--- src/rtl/blk_admit_pkg.sv ---
package blk_admit_pkg;
  // Index reached by stepping forward from a base, wrapping over n entries.
  function automatic int unsigned wrap_step(int unsigned base, int unsigned step,
                                            int unsigned n);
    return (base + step) % n;
  endfunction

  // Bits needed to hold the values 0..v.
  function automatic int unsigned bits_for(int unsigned v);
    return (v < 2) ? 1 : $clog2(v + 1);
  endfunction
endpackage

--- src/rtl/sm_ledger.sv ---
module sm_ledger #(
  parameter int unsigned MAX_BLK  = 8,
  parameter int unsigned MAX_THR  = 768,
  parameter int unsigned REG_POOL = 8192,
  parameter int unsigned BLK_W    = 4,
  parameter int unsigned THR_W    = 10,
  parameter int unsigned REG_W    = 14,
  parameter int unsigned RT_W     = 10,
  parameter int unsigned PROD_W   = 18
) (
  input  logic              clk,
  input  logic              rst_n,
  input  logic              take,
  input  logic              give_back,
  input  logic [RT_W-1:0]   take_thr,
  input  logic [PROD_W-1:0] take_regs,
  input  logic [RT_W-1:0]   back_thr,
  input  logic [PROD_W-1:0] back_regs,
  output logic              fits,
  output logic [BLK_W-1:0]  blk_q,
  output logic [THR_W-1:0]  thr_q,
  output logic [REG_W-1:0]  reg_q
);
  logic [31:0] blk_rel, thr_rel, reg_rel;

  // Totals after this cycle's release; the fit check uses these.
  always_comb begin
    blk_rel = 32'(blk_q) - (give_back ? 32'd1 : 32'd0);
    thr_rel = 32'(thr_q) - (give_back ? 32'(back_thr) : 32'd0);
    reg_rel = 32'(reg_q) - (give_back ? 32'(back_regs) : 32'd0);
    fits = (blk_rel < 32'(MAX_BLK)) &&
           (thr_rel + 32'(take_thr) <= 32'(MAX_THR)) &&
           (reg_rel + 32'(take_regs) <= 32'(REG_POOL));
  end

  always_ff @(posedge clk or negedge rst_n) begin
    if (!rst_n) begin
      blk_q <= '0;
      thr_q <= '0;
      reg_q <= '0;
    end else begin
      blk_q <= BLK_W'(blk_rel + (take ? 32'd1 : 32'd0));
      thr_q <= THR_W'(thr_rel + (take ? 32'(take_thr) : 32'd0));
      reg_q <= REG_W'(reg_rel + (take ? 32'(take_regs) : 32'd0));
    end
  end
endmodule

--- src/rtl/rr_pick.sv ---
module rr_pick #(
  parameter int unsigned N  = 4,
  parameter int unsigned IW = 2
) (
  input  logic [N-1:0]  fits,
  input  logic [IW-1:0] last,
  output logic          found,
  output logic [IW-1:0] pick
);
  import blk_admit_pkg::*;

  always_comb begin
    found = 1'b0;
    pick  = '0;
    for (int unsigned s = 1; s <= N; s++) begin
      int unsigned idx;
      idx = wrap_step(32'(last), s, N);
      if (!found && fits[idx]) begin
        found = 1'b1;
        pick  = IW'(idx);
      end
    end
  end
endmodule

--- src/rtl/blk_admit.sv ---
module blk_admit #(
  parameter int unsigned NUM_SM      = 4,
  parameter int unsigned MAX_BLK     = 8,
  parameter int unsigned MAX_THR     = 768,
  parameter int unsigned REG_POOL    = 8192,
  parameter int unsigned MAX_REQ_THR = 512,
  parameter int unsigned RPT_W       = 8,
  localparam int unsigned SM_W   = blk_admit_pkg::bits_for(NUM_SM - 1),
  localparam int unsigned RT_W   = blk_admit_pkg::bits_for(MAX_REQ_THR),
  localparam int unsigned BLK_W  = blk_admit_pkg::bits_for(MAX_BLK),
  localparam int unsigned THR_W  = blk_admit_pkg::bits_for(MAX_THR),
  localparam int unsigned REG_W  = blk_admit_pkg::bits_for(REG_POOL),
  localparam int unsigned PROD_W = RT_W + RPT_W
) (
  input  logic             clk,
  input  logic             rst_n,
  input  logic             req_valid,
  output logic             req_ready,
  input  logic [RT_W-1:0]  req_thr,
  input  logic [RPT_W-1:0] req_rpt,
  output logic             gnt_valid,
  output logic [SM_W-1:0]  gnt_sm,
  output logic             req_err,
  input  logic             cpl_valid,
  input  logic [SM_W-1:0]  cpl_sm,
  input  logic [RT_W-1:0]  cpl_thr,
  input  logic [RPT_W-1:0] cpl_rpt
);
  logic [PROD_W-1:0] req_regs, cpl_regs;
  logic              thr_ok, found, accept_ok, hs;
  logic [SM_W-1:0]   pick, last_q;
  logic [NUM_SM-1:0] fits, take, give;
  logic [NUM_SM-1:0][BLK_W-1:0] occ_blk;
  logic [NUM_SM-1:0][THR_W-1:0] occ_thr;
  logic [NUM_SM-1:0][REG_W-1:0] occ_reg;

  assign req_regs  = PROD_W'(req_thr) * PROD_W'(req_rpt);
  assign cpl_regs  = PROD_W'(cpl_thr) * PROD_W'(cpl_rpt);
  assign thr_ok    = (req_thr != '0) && (32'(req_thr) <= MAX_REQ_THR);
  assign req_ready = !thr_ok || found;
  assign hs        = req_valid && req_ready;
  assign accept_ok = hs && thr_ok;

  for (genvar i = 0; i < NUM_SM; i++) begin : g_sm
    assign take[i] = accept_ok && (pick == SM_W'(i));
    assign give[i] = cpl_valid && (cpl_sm == SM_W'(i));

    sm_ledger #(
      .MAX_BLK(MAX_BLK), .MAX_THR(MAX_THR), .REG_POOL(REG_POOL),
      .BLK_W(BLK_W), .THR_W(THR_W), .REG_W(REG_W),
      .RT_W(RT_W), .PROD_W(PROD_W)
    ) u_ledger (
      .clk(clk), .rst_n(rst_n),
      .take(take[i]), .give_back(give[i]),
      .take_thr(req_thr), .take_regs(req_regs),
      .back_thr(cpl_thr), .back_regs(cpl_regs),
      .fits(fits[i]),
      .blk_q(occ_blk[i]), .thr_q(occ_thr[i]), .reg_q(occ_reg[i])
    );
  end

  rr_pick #(.N(NUM_SM), .IW(SM_W)) u_pick (
    .fits(fits), .last(last_q), .found(found), .pick(pick)
  );

  always_ff @(posedge clk or negedge rst_n) begin
    if (!rst_n) begin
      gnt_valid <= 1'b0;
      gnt_sm    <= '0;
      req_err   <= 1'b0;
      last_q    <= SM_W'(NUM_SM - 1);
    end else begin
      gnt_valid <= accept_ok;
      req_err   <= hs && !thr_ok;
      if (accept_ok) begin
        gnt_sm <= pick;
        last_q <= pick;
      end
    end
  end
endmodule

--- config.mk ---
export PLATFORM = sky130hd
export DESIGN_NAME = blk_admit
export DESIGN_NICKNAME = d
export VERILOG_FILES = /design/src/rtl/blk_admit_pkg.sv /design/src/rtl/sm_ledger.sv /design/src/rtl/rr_pick.sv /design/src/rtl/blk_admit.sv
export SDC_FILE = /design/constraint.sdc
export NUM_CORES = 1
export LEC_CHECK = 0
export ABC_AREA = 1
export BUFFER_PORTS_ARGS = -buffer_cell sky130_fd_sc_hd__buf_2
export CAP_MARGIN = 20
export CORE_MARGIN = 5
export CORE_UTILIZATION = 40
export CTS_CLUSTER_SIZE = 8
export DETAILED_ROUTE_END_ITERATION = 10
export SYNTH_ARGS = -nofsm -noshare
export SYNTH_HDL_FRONTEND = slang
export SYNTH_HIERARCHICAL = 1
export SYNTH_SLANG_ARGS = --single-unit
--- constraint.sdc ---
create_clock -name clk -period 8.32 [get_ports clk]
set_clock_uncertainty 0.05 [all_clocks]
set_input_delay 0.832 -clock clk [delete_from_list [all_inputs] [get_ports clk]]
set_output_delay 0.832 -clock clk [all_outputs]
set_load 0.03 [all_outputs]
# Yosys cells after proc, flatten, opt, wreduce, memory -nomap -nowiden

Index checks and enable logic that the tools add are counted.

Bits in registers: 118
Bits of input ports: 42
Output and inout bits: 5
Word-level logic and storage cells: 148

Add/sub/neg operators: 36
Multiply operators: 2
$lt $le $gt $ge: 17
Equality and inequality tests: 6
Mux-type cells: 40
Reductions and logical operators: 31

Operators with widths:

| operator                                                                | count |
|---|---|
| 32-bit by 10-bit adder with 32-bit output                               | 4 |
| 32-bit by 18-bit adder with 32-bit output                               | 4 |
| 32-bit by 10-bit <= comparator with 1-bit output, second input constant | 4 |
| 32-bit by 14-bit <= comparator with 1-bit output, second input constant | 4 |
| 32-bit by 4-bit < comparator with 1-bit output, second input constant   | 4 |
| 10-bit 2-to-1 mux                                                       | 8 |
| 14-bit by 18-bit subtractor with 19-bit output                          | 4 |
| 18-bit 2-to-1 mux                                                       | 4 |
| 14-bit adder                                                            | 4 |
| 14-bit 2-to-1 mux                                                       | 4 |
| 10-bit by 10-bit subtractor with 11-bit output                          | 4 |
| 10-bit adder                                                            | 4 |
| 10-bit by 8-bit multiplier with 18-bit output                           | 2 |
| 1-bit logical AND                                                       | 23 |
| 4-bit by 1-bit subtractor with 5-bit output                             | 4 |
| 4-bit adder                                                             | 4 |
| 1-bit 2-to-1 mux                                                        | 16 |
| 2-bit by 3-bit < comparator with 1-bit output, second input constant    | 4 |
| 10-bit <= comparator, second input constant                             | 1 |
| 10-bit nonzero test                                                     | 1 |
| 1-bit binary-select mux with 2-bit select                               | 4 |
| 2-bit equality test, second input constant                              | 4 |
| 2-bit 2-to-1 mux                                                        | 4 |
| 2-bit by 1-bit adder with 2-bit output, second input constant           | 2 |
| other kinds (5)                                                         | 11 |

# Depth between registers and ports, before layout

Gate-level depths: netlist of run 1.

Word-level depth: 26
Gate-level depth with buffers: 66
Gate-level depth less buffers: 64

# Hierarchy

Netlist of run 1, hierarchy kept.

By module, submodules not included:

| module                           | instances | cells each | area each (um^2) | seq. area each (um^2) |
|---|---|---|---|---|
| sm_ledger (g_sm[2].u_ledger ...) | 2         | 748        | 4901.0           | 700.7 |
| blk_admit                        | 1         | 980        | 6298.5           | 152.6 |
| sm_ledger (g_sm[0].u_ledger)     | 1         | 795        | 5004.8           | 700.7 |
| sm_ledger (g_sm[1].u_ledger)     | 1         | 775        | 4999.8           | 700.7 |
| rr_pick                          | 1         | 49         | 290.3            | 0.0 |

# Worst setup path after synthesis of run 1

No wires, ideal clock.

Path type: input to register
From: input cpl_rpt[7]
To: register g_sm[0].u_ledger.reg_q[12]
Library setup time: 123 ps
Arrival time: 9685 ps
Data required time: 8147 ps
Path slack: -1538 ps
Cell stages on the path: 58
Path buffers: 2
Cells stage by stage: clkbuf_1 nand2_1 fa_1 fa_1 inv_1 fa_1 inv_1 fa_1 inv_1 ha_1 nand2_1 nor2_1 nand2_1 nand3b_1 xor2_1 nand2_1 ha_1 nand2_1 [... 22 more ...] a21oi_1 nand3_1 inv_1 nand2_1 nor2_1 clkbuf_1 nand2_1 inv_1 ha_1 fa_1 inv_1 o21ai_0 nand2_1 nand2_1 a21oi_1 o21bai_1 a21oi_1 xnor2_1

Elaborated cells on any way between the ends: 50
Classes of those cells: add/sub: 9; mul: 1; order compare: 4; mux: 21; reduce/logical: 15

RTL lines:

| item                                                 | line            | source |
|---|---|---|
| start, declared                                      | blk_admit.sv:27 | `input logic [RPT_W-1:0] cpl_rpt` |
| 10-bit by 8-bit multiplier with 18-bit output (*)    | blk_admit.sv:38 | `assign cpl_regs = PROD_W'(cpl_thr) * PROD_W'(cpl_rpt);` |
| named net cpl_regs[8]                                | blk_admit.sv:29 | `logic [PROD_W-1:0] req_regs, cpl_regs;` |
| 18-bit 2-to-1 mux (*)                                | sm_ledger.sv:30 | `reg_rel = 32'(reg_q) - (give_back ? 32'(back_regs) : 32'd0);` |
| 14-bit by 18-bit subtractor with 19-bit output (*)   | sm_ledger.sv:30 |  |
| 32-bit by 18-bit adder with 32-bit output (*)        | sm_ledger.sv:33 | `(reg_rel + 32'(take_regs) <= 32'(REG_POOL));` |
| 32-bit by 14-bit <= comparator with 1-bit output (*) | sm_ledger.sv:33 |  |
| 1-bit logical AND (*)                                | sm_ledger.sv:32 | `(thr_rel + 32'(take_thr) <= 32'(MAX_THR)) &&` |
| named net fits[2]                                    | blk_admit.sv:32 | `logic [NUM_SM-1:0] fits, take, give;` |
| [... 10 more ...]                                    | -               |  |
| 1-bit logical AND                                    | rr_pick.sv:18   | `if (!found && fits[idx]) begin` |
| 2-bit 2-to-1 mux (*)                                 | rr_pick.sv:18   |  |
| named net pick[0]                                    | blk_admit.sv:31 | `logic [SM_W-1:0] pick, last_q;` |
| 2-bit logical NOT (*)                                | blk_admit.sv:45 | `assign take[i] = accept_ok && (pick == SM_W'(i));` |
| 1-bit logical AND (*)                                | blk_admit.sv:45 |  |
| named net take[0]                                    | blk_admit.sv:32 |  |
| 14-bit 2-to-1 mux (*)                                | sm_ledger.sv:44 | `reg_q <= REG_W'(reg_rel + (take ? 32'(take_regs) : 32'd0));` |
| 14-bit adder (*)                                     | sm_ledger.sv:44 |  |
| end signal, assigned                                 | sm_ledger.sv:44 |  |
| end, declared                                        | sm_ledger.sv:22 | `output logic [REG_W-1:0] reg_q` |

Mark *: on every way through the listed nets, which the timed path passes. The rest lies on a longest branch. The select of a mux whose other input is x is not followed.
A chain may end at the register's enable or synchronous reset.

# Worst setup path in the final report of run 1

From: input cpl_thr[3]
To: register g_sm[1].u_ledger.reg_q[13]

Elaborated cells on any way between the ends: 70
Classes of those cells: add/sub: 17; mul: 1; order compare: 8; eq/ne: 1; mux: 25; reduce/logical: 18

RTL lines:

| item                                                 | line            | source |
|---|---|---|
| start, declared                                      | blk_admit.sv:26 | `input logic [RT_W-1:0] cpl_thr,` |
| 10-bit by 8-bit multiplier with 18-bit output (*)    | blk_admit.sv:38 |  |
| named net cpl_regs[10]                               | blk_admit.sv:29 |  |
| 18-bit 2-to-1 mux (*)                                | sm_ledger.sv:30 |  |
| 14-bit by 18-bit subtractor with 19-bit output (*)   | sm_ledger.sv:30 |  |
| 32-bit by 18-bit adder with 32-bit output (*)        | sm_ledger.sv:33 |  |
| 32-bit by 14-bit <= comparator with 1-bit output (*) | sm_ledger.sv:33 |  |
| 1-bit logical AND (*)                                | sm_ledger.sv:32 |  |
| named net fits[2]                                    | blk_admit.sv:32 |  |
| [... 10 more ...]                                    | -               |  |
| 1-bit logical AND                                    | rr_pick.sv:18   |  |
| 2-bit 2-to-1 mux (*)                                 | rr_pick.sv:18   |  |
| named net pick[0]                                    | blk_admit.sv:31 |  |
| 2-bit by 1-bit equality test with 1-bit output (*)   | blk_admit.sv:45 |  |
| 1-bit logical AND (*)                                | blk_admit.sv:45 |  |
| named net take[1]                                    | blk_admit.sv:32 |  |
| 14-bit 2-to-1 mux (*)                                | sm_ledger.sv:44 |  |
| 14-bit adder (*)                                     | sm_ledger.sv:44 |  |
| end signal, assigned                                 | sm_ledger.sv:44 |  |
| end, declared                                        | sm_ledger.sv:22 |  |

Marked as above.

==> results.toml, run 1 <==
[run_status]
status = "finished, violations left"
failed_checks = "negative setup slack"

[min_path]
hold_class = "in2async"

[synthesis]
avgSynthCellArea_sq_um = 6.45
syn_area_sq_um = 26400
synth.area.top_cells = "ha_1 19%, nand2_1 17%, inv_1 11%"
async_reset_ff_share_pct = 100
synth_top_area_share_pct = 18.8
synth.distinct_cells = 54
syn_inst = 4095
synth_edf_count = 0
synth_nets = 4653
yosysTopAreaCell = "ha_1"
synth-seq-cells = 118
yosys_most_used_dff = "dfrtp_1"
synth_seq_area_share_pct = 11.2
yosysWarnings = 6

[route]
post_drt_via_cell_ratio = 4.95
totalWireLength_um = 92200
drtAntennaViolNets = 0
wl_per_cell_um = 16.0
firstDrtPassIters = 5
vias = 28600
drt_iter0_markers = 1976
drc = 0

[timing]
slew_headroom_pct = 30.6
finalCritPeriodShare_pct = 112
fin_setup_tns_ps = -64970
period_needed_ps = 9340
setup_slack_ps = -1020
maxSlewViolCount = 0
rsz0062_at_grt = "yes"
setup_viol = 101
timing.fmax_ghz = 0.107
worst_pin_slew_ps = 1040
finalHoldViolations = 0

[worst_setup_path]
rr_worst_depth = 44
critical_path_required_ps = 8640
crit_start = "cpl_thr[3]"
end_kind = "register"
timing.rr.start = "g_sm[0].u_ledger/reg_q[0]"
start_kind = "input pin"
critical_path_class = "in2reg"
cp_data_arrival_time_ps = 9670
cp_max_fo = 5
critPathSlowestCell = "fa_1"
critical-path-max-stage-delay_ps = 520
cp_common_cell = "nand2_4"

[placed_design]
io_buffers = 46
pre_cts_ws_ps = -1890
gp_congestion = 0.934
dpl.cell_count = 5639
dpl.hpwl_um = 73600

[layout]
n_antenna_cell = 0
seq_area_sq_um = 2960
area_growth_pct = 43.7
finish.utilization_pct = 57.8
layout-drive-gt1-share_pct = 31.9
final_cells = 5767
num-nets-final = 5448
multi_input_area_sq_um = 23400
n_fill_cell = 6162

[global_routing]
antenna_found_initial = 9
grt_overflow_total = 0
grt_use_total_pct = 25.0
grt_max_degree = 71
grt_pass1_wl_um = 142000
grt_pass1_vias = 27500

[clocking]
cts_num_sinks = 118
cts_tree = "yes"
cts_buffer_depth = 2
htree_levels = 4
cts_buffers = 17
hold_buffers = 0
cts_root_buf = "clkbuf_16"
clock_latency_ps = 500
clk_pin_slew_worst_paths_ps = 60

[floorplanning]
dieArea_sq_um = 71200
dieWidth_um = 267
core_area_sq_um = 65600
num_rows = 94
pin_count = 47
die_h_um = 267
start_util_pct = 40.2

[run]
cap_violations = 0
[worst max-delay path: cells and delay by family]
family,cells,cell delay [ps]
and+or+nand+nor,18,1750
AOI/OAI and AO/OA,13,1970
xor gates and xnor gates,3,440
buffers and inverters,13,1420
adders and majority gates,8,3250
[path summary, 6_finish.rpt]
check	slack (ps)	endpoint
worst max-delay path	-1020	g_sm[1].u_ledger/reg_q[13]
worst min-delay path	330	g_sm[1].u_ledger/blk_q[2]
worst max register to register	1900	g_sm[1].u_ledger/reg_q[13]
worst min register to register	420	gnt_sm[1]
max in group asynchronous	6580	g_sm[2].u_ledger/thr_q[6]
min in group clk	420	gnt_sm[1]
[synth_stat cells (all sizes together), types with 14 or more instances]
| master | count |
|---|---|
| a21boi | 15 |
| a21o | 14 |
| a21oi | 265 |
| a31oi | 29 |
| buf | 24 |
| clkbuf | 38 |
| dfrtp | 116 |
| fa | 120 |
| ha | 396 |
| inv | 811 |
| nand2 | 1222 |
| nand3 | 254 |
| nand3b | 19 |
| nand4 | 53 |
| nor2 | 256 |
| nor3 | 32 |
| o21ai | 114 |
| o21bai | 19 |
| xnor2 | 76 |
| xor2 | 168 |
[layout make-up]
cell class	count	share of cell area, %
repair buffers	838	18.1
flip-flops and latches	118	7.79
multi-input cells	3104	61.7
clock inverters	8	0.195
inverters	811	8.08
well taps	864	2.85
clock buffers	24	1.27
[cell usage in the layout, fill, tap and decap left out, types with 20 or more instances in the layout]
master      n
a21oi_2    86
a21oi_4    20
buf_12     30
a31oi_1    22
nand2_2   142
nand2_1  1038
inv_2      83
buf_6      56
buf_4     717
nand4_1    53
a21oi_1   159
xor2_2     23
inv_1     721
nand3_2    27
buf_2      29
nor2_4     20
nand2_4    42
nor2_2     21
dfrtp_1   116
fa_1      108
ha_4      101
xnor2_1    64
nor2_1    215
ha_1      289
o21ai_0    53
o21ai_2    35
xor2_1    144
nand3_1   226
o21ai_1    24
[stage by stage]
| stage | cell area, sq um | hold slack, ps |
|---|---|---|
| after floorplan | 27700 | 401 |
| after detailed placement | 33900 | 412 |
| after CTS | 35900 | 364 |
| after global routing | 37900 | 385 |
| after global placement | 33900 | 403 |
| final | 37900 | 332 |
[flip-flops by register name, indices dropped and copies added, names as in the netlist]
signal,count
last_q,2
g_sm.u_ledger/reg_q,56
req_err,1
g_sm.u_ledger/thr_q,40
gnt_sm,2
g_sm.u_ledger/blk_q,16
gnt_valid,1
[per-layer routing]
layer	global-route usage [%]	vias to the layer above	wire, um
met2	42.9	613	43900
met3	2.89	155	4970
met4	8.04	0	2950
li1	-	14500	-
met5	0	-	0
met1	32.9	13300	40400
[kinds of logic (layout without fill, tap and decap cells)]
logic type | Yosys count | in the layout | synth area share [%]
adder cells (fa/ha/maj) | 516 | 516 | 27.9
AO/OA/AOI/OAI | 488 | 488 | 10.5
AND/OR/NAND/NOR | 1856 | 1856 | 29.6
buffers and inverters | 873 | 1681 | 12.7
XOR/XNOR | 244 | 244 | 8.12
flip-flops | 118 | 118 | 11.2
[what timing repair did]
action                                  CTS  global route
cloned                                    0             1
gates resized for setup                 245           383
pin swaps                               141           212
buffers inserted                         55            48
endpoints found under the setup margin  113           118
Power of run 1 is left out: the tool's default activity adds up to more than one toggle a clock period on the data nets, which glitch-free logic cannot reach.
==> inputs of run 2 (changes only) <==
- CORE_ASPECT_RATIO: not set -> 1.4
- SYNTH_HIERARCHICAL: 1 -> not set
==> run 2 against run 1 <==
The run still ends with negative setup slack left. Sequential cell count stayed put. Synthesized cell count is 9.2% lower. Critical path depth is 14 higher. Sequential share of layout area about the same. Clock-buffer cell count shrank 5. Critical endpoint is now g_sm[2].u_ledger.reg_q[12]. Die area fell by 5.6%. Area after synthesis is 5.9% lower. First-iteration DRC count shrank 32%. Global-route usage rose by 0.74 points. Non-clock buffer count up 285. Critical path type unchanged. Utilization rose by 3.6 points. Maximum frequency down 10%.
==> results.toml, run 2 <==
[synthesis]
synth.area.top_cells = "ha_1 21%, nand2_1 14%, dfrtp_1 12%"
synth_nets = 4294
synth.distinct_cells = 50
synth_seq_area_share_pct = 11.9
yosysTopAreaCell = "ha_1"
syn_inst = 3717
synth_common_cells = "940 x nand2_1, 709 x inv_1, 415 x ha_1, 292 x nor2_1, 265 x a21oi_1"
async_reset_ff_share_pct = 100
yosysMostFrequentCell = "nand2_1"
synth_edf_count = 0
syn_area_sq_um = 24800
yosysWarnings = 0
yosys_most_used_dff = "dfrtp_1"
synth_top_area_share_pct = 20.9
avgSynthCellArea_sq_um = 6.68
synth-seq-cells = 118

[route]
totalWireLength_um = 89600
drt_iter0_markers = 1348
vias = 27600
drc = 0
drtAntennaViolNets = 0
firstDrtPassIters = 5
wl_per_cell_um = 15.9
post_drt_via_cell_ratio = 4.89

[worst_setup_path]
critical_path_class = "in2reg"
cp_data_arrival_time_ps = 10690
cp_max_fo = 5
start_kind = "input pin"
critical_path_required_ps = 8610
end_kind = "register"
critical-path-max-stage-delay_ps = 590
cp_common_cell = "nand2_2"
critPathSlowestCell = "fa_1"

[placed_design]
io_buffers = 46
dpl.cell_count = 5488
gp_congestion = 0.933
pre_cts_ws_ps = -2410
dpl.hpwl_um = 71000

[layout]
area_growth_pct = 52.6
largest_reg_flops = 56
num-nets-final = 5382
final_common_cell = "buf_4"
final_cells = 5643
layout-drive-gt1-share_pct = 34.1
finish.utilization_pct = 61.4
reg_top3 = "g_sm.u_ledger.reg_q: 56 flops, g_sm.u_ledger.thr_q: 40 flops, g_sm.u_ledger.blk_q: 16 flops"
layout_common_cells = "981 x buf_4, 856 x nand2_1, 679 x inv_1"
n_fill_cell = 5461
regMostFlops = "g_sm.u_ledger.reg_q"

[floorplanning]
dieWidth_um = 221
core_area_sq_um = 61800
dieArea_sq_um = 67300
num_rows = 108
die_h_um = 305
pin_count = 47
start_util_pct = 40.2

[timing]
finalCritPeriodShare_pct = 125
rsz0062_at_grt = "yes"
period_needed_ps = 10390
finalHoldViolations = 0
setup_viol = 112
worst_pin_slew_ps = 1080
setup_slack_ps = -2070
fin_setup_tns_ps = -112650
maxSlewViolCount = 0
slew_headroom_pct = 27.8
timing.fmax_ghz = 0.0962

[min_path]
hold_class = "in2async"

[clocking]
cts_buffers = 17
cts_tree = "yes"
clock_latency_ps = 460
hold_buffers = 0
cts_root_buf = "clkbuf_16"
htree_levels = 4
cts_num_sinks = 118
cts_buffer_depth = 2
clk_pin_slew_worst_paths_ps = 70

[run_status]
status = "finished, violations left"
failed_checks = "negative setup slack"

[global_routing]
grt_pass1_vias = 27800
grt_overflow_total = 0
grt_pass1_wl_um = 138000
grt_max_degree = 74
grt_use_total_pct = 25.7
antenna_found_initial = 2

[run]
cap_violations = 0
## run 2: cell count changes in the layout (fill, tap and decap cells not counted), sizes merged, moves of 24 or more
| cell | delta |
|---|---|
| o21ai | -24 |
| o21bai | +24 |
| nor2 | +61 |
| buf | +284 |
| inv | -92 |
| nand3 | -40 |
| nand2 | -274 |
## run 2: worst max-delay path, delay by kind of cell
kind	cells	cell delay (ps)
and+or+nand+nor	32	3350
buffers and inverters	16	1440
adders and majority gates	9	3660
AOI/OAI and AO/OA	9	950
xor gates and xnor gates	3	490
## run 2: path summary, 6_finish.rpt
| path | startpoint | endpoint | slack (ps) | cells after the start |
|---|---|---|---|---|
| worst max-delay path | cpl_rpt[5] | g_sm[2].u_ledger.reg_q[12] | -2070 | 69 |
| max in group asynchronous | rst_n | g_sm[1].u_ledger.reg_q[1] | 6630 | 2 |
| worst min register to register | gnt_sm[1] | gnt_sm[1] | 570 | 2 |
| min in group clk | gnt_sm[1] | gnt_sm[1] | 570 | 2 |
| worst max register to register | g_sm[1].u_ledger.thr_q[2] | g_sm[2].u_ledger.reg_q[12] | -40 | 59 |
| worst min-delay path | rst_n | g_sm[0].u_ledger.thr_q[2] | 370 | 1 |
## run 2: what timing repair did
| item | 4_1_cts | 5_1_grt |
|---|---|---|
| gates cloned | 1 | 0 |
| buffers inserted | 142 | 78 |
| gates resized for setup | 273 | 336 |
| pin swaps | 172 | 219 |
| endpoints found under the setup margin | 113 | 117 |
## run 2: area by class of cell
class                   count  area, sq um  area share [%]
clock buffers              19          453            1.19
well taps                 825         1030            2.72
diodes                      1         2.50         0.00660
inverters                 721         2750            7.26
repair buffers           1123         9030            23.8
flip-flops and latches    118         2960            7.79
multi-input cells        2824        21500            56.8
clock inverters            12          153           0.403
## run 2: metrics by stage
step                hold slack, ps  cell area, sq um
global placement               519             33700
finish                         373             37900
detailed placement             526             33700
global route                   426             37900
CTS                            391             36500
floorplan                      486             25400
## run 2: cells by family (layout without fill, tap and decap cells)
family	Yosys count	count (layout)	synth area share (%)
DFF	118	118	11.9
AOI/OAI and AO/OA	461	461	10.3
adders and majority gates	535	535	30.6
xor gates and xnor gates	242	242	8.53
buffers and inverters	775	1875	11.8
other	0	1	0
and+or+nand+nor	1586	1586	26.9
## run 2: routing by layer
metal,up-vias,global-route usage (%),wire length (um)
li1,13900,-,-
met1,12800,28.1,34300
met2,577,47.3,45400
met3,280,2.75,2910
met4,4,15.3,6990
met5,-,0,16
Power of run 2 is left out for the same reason.
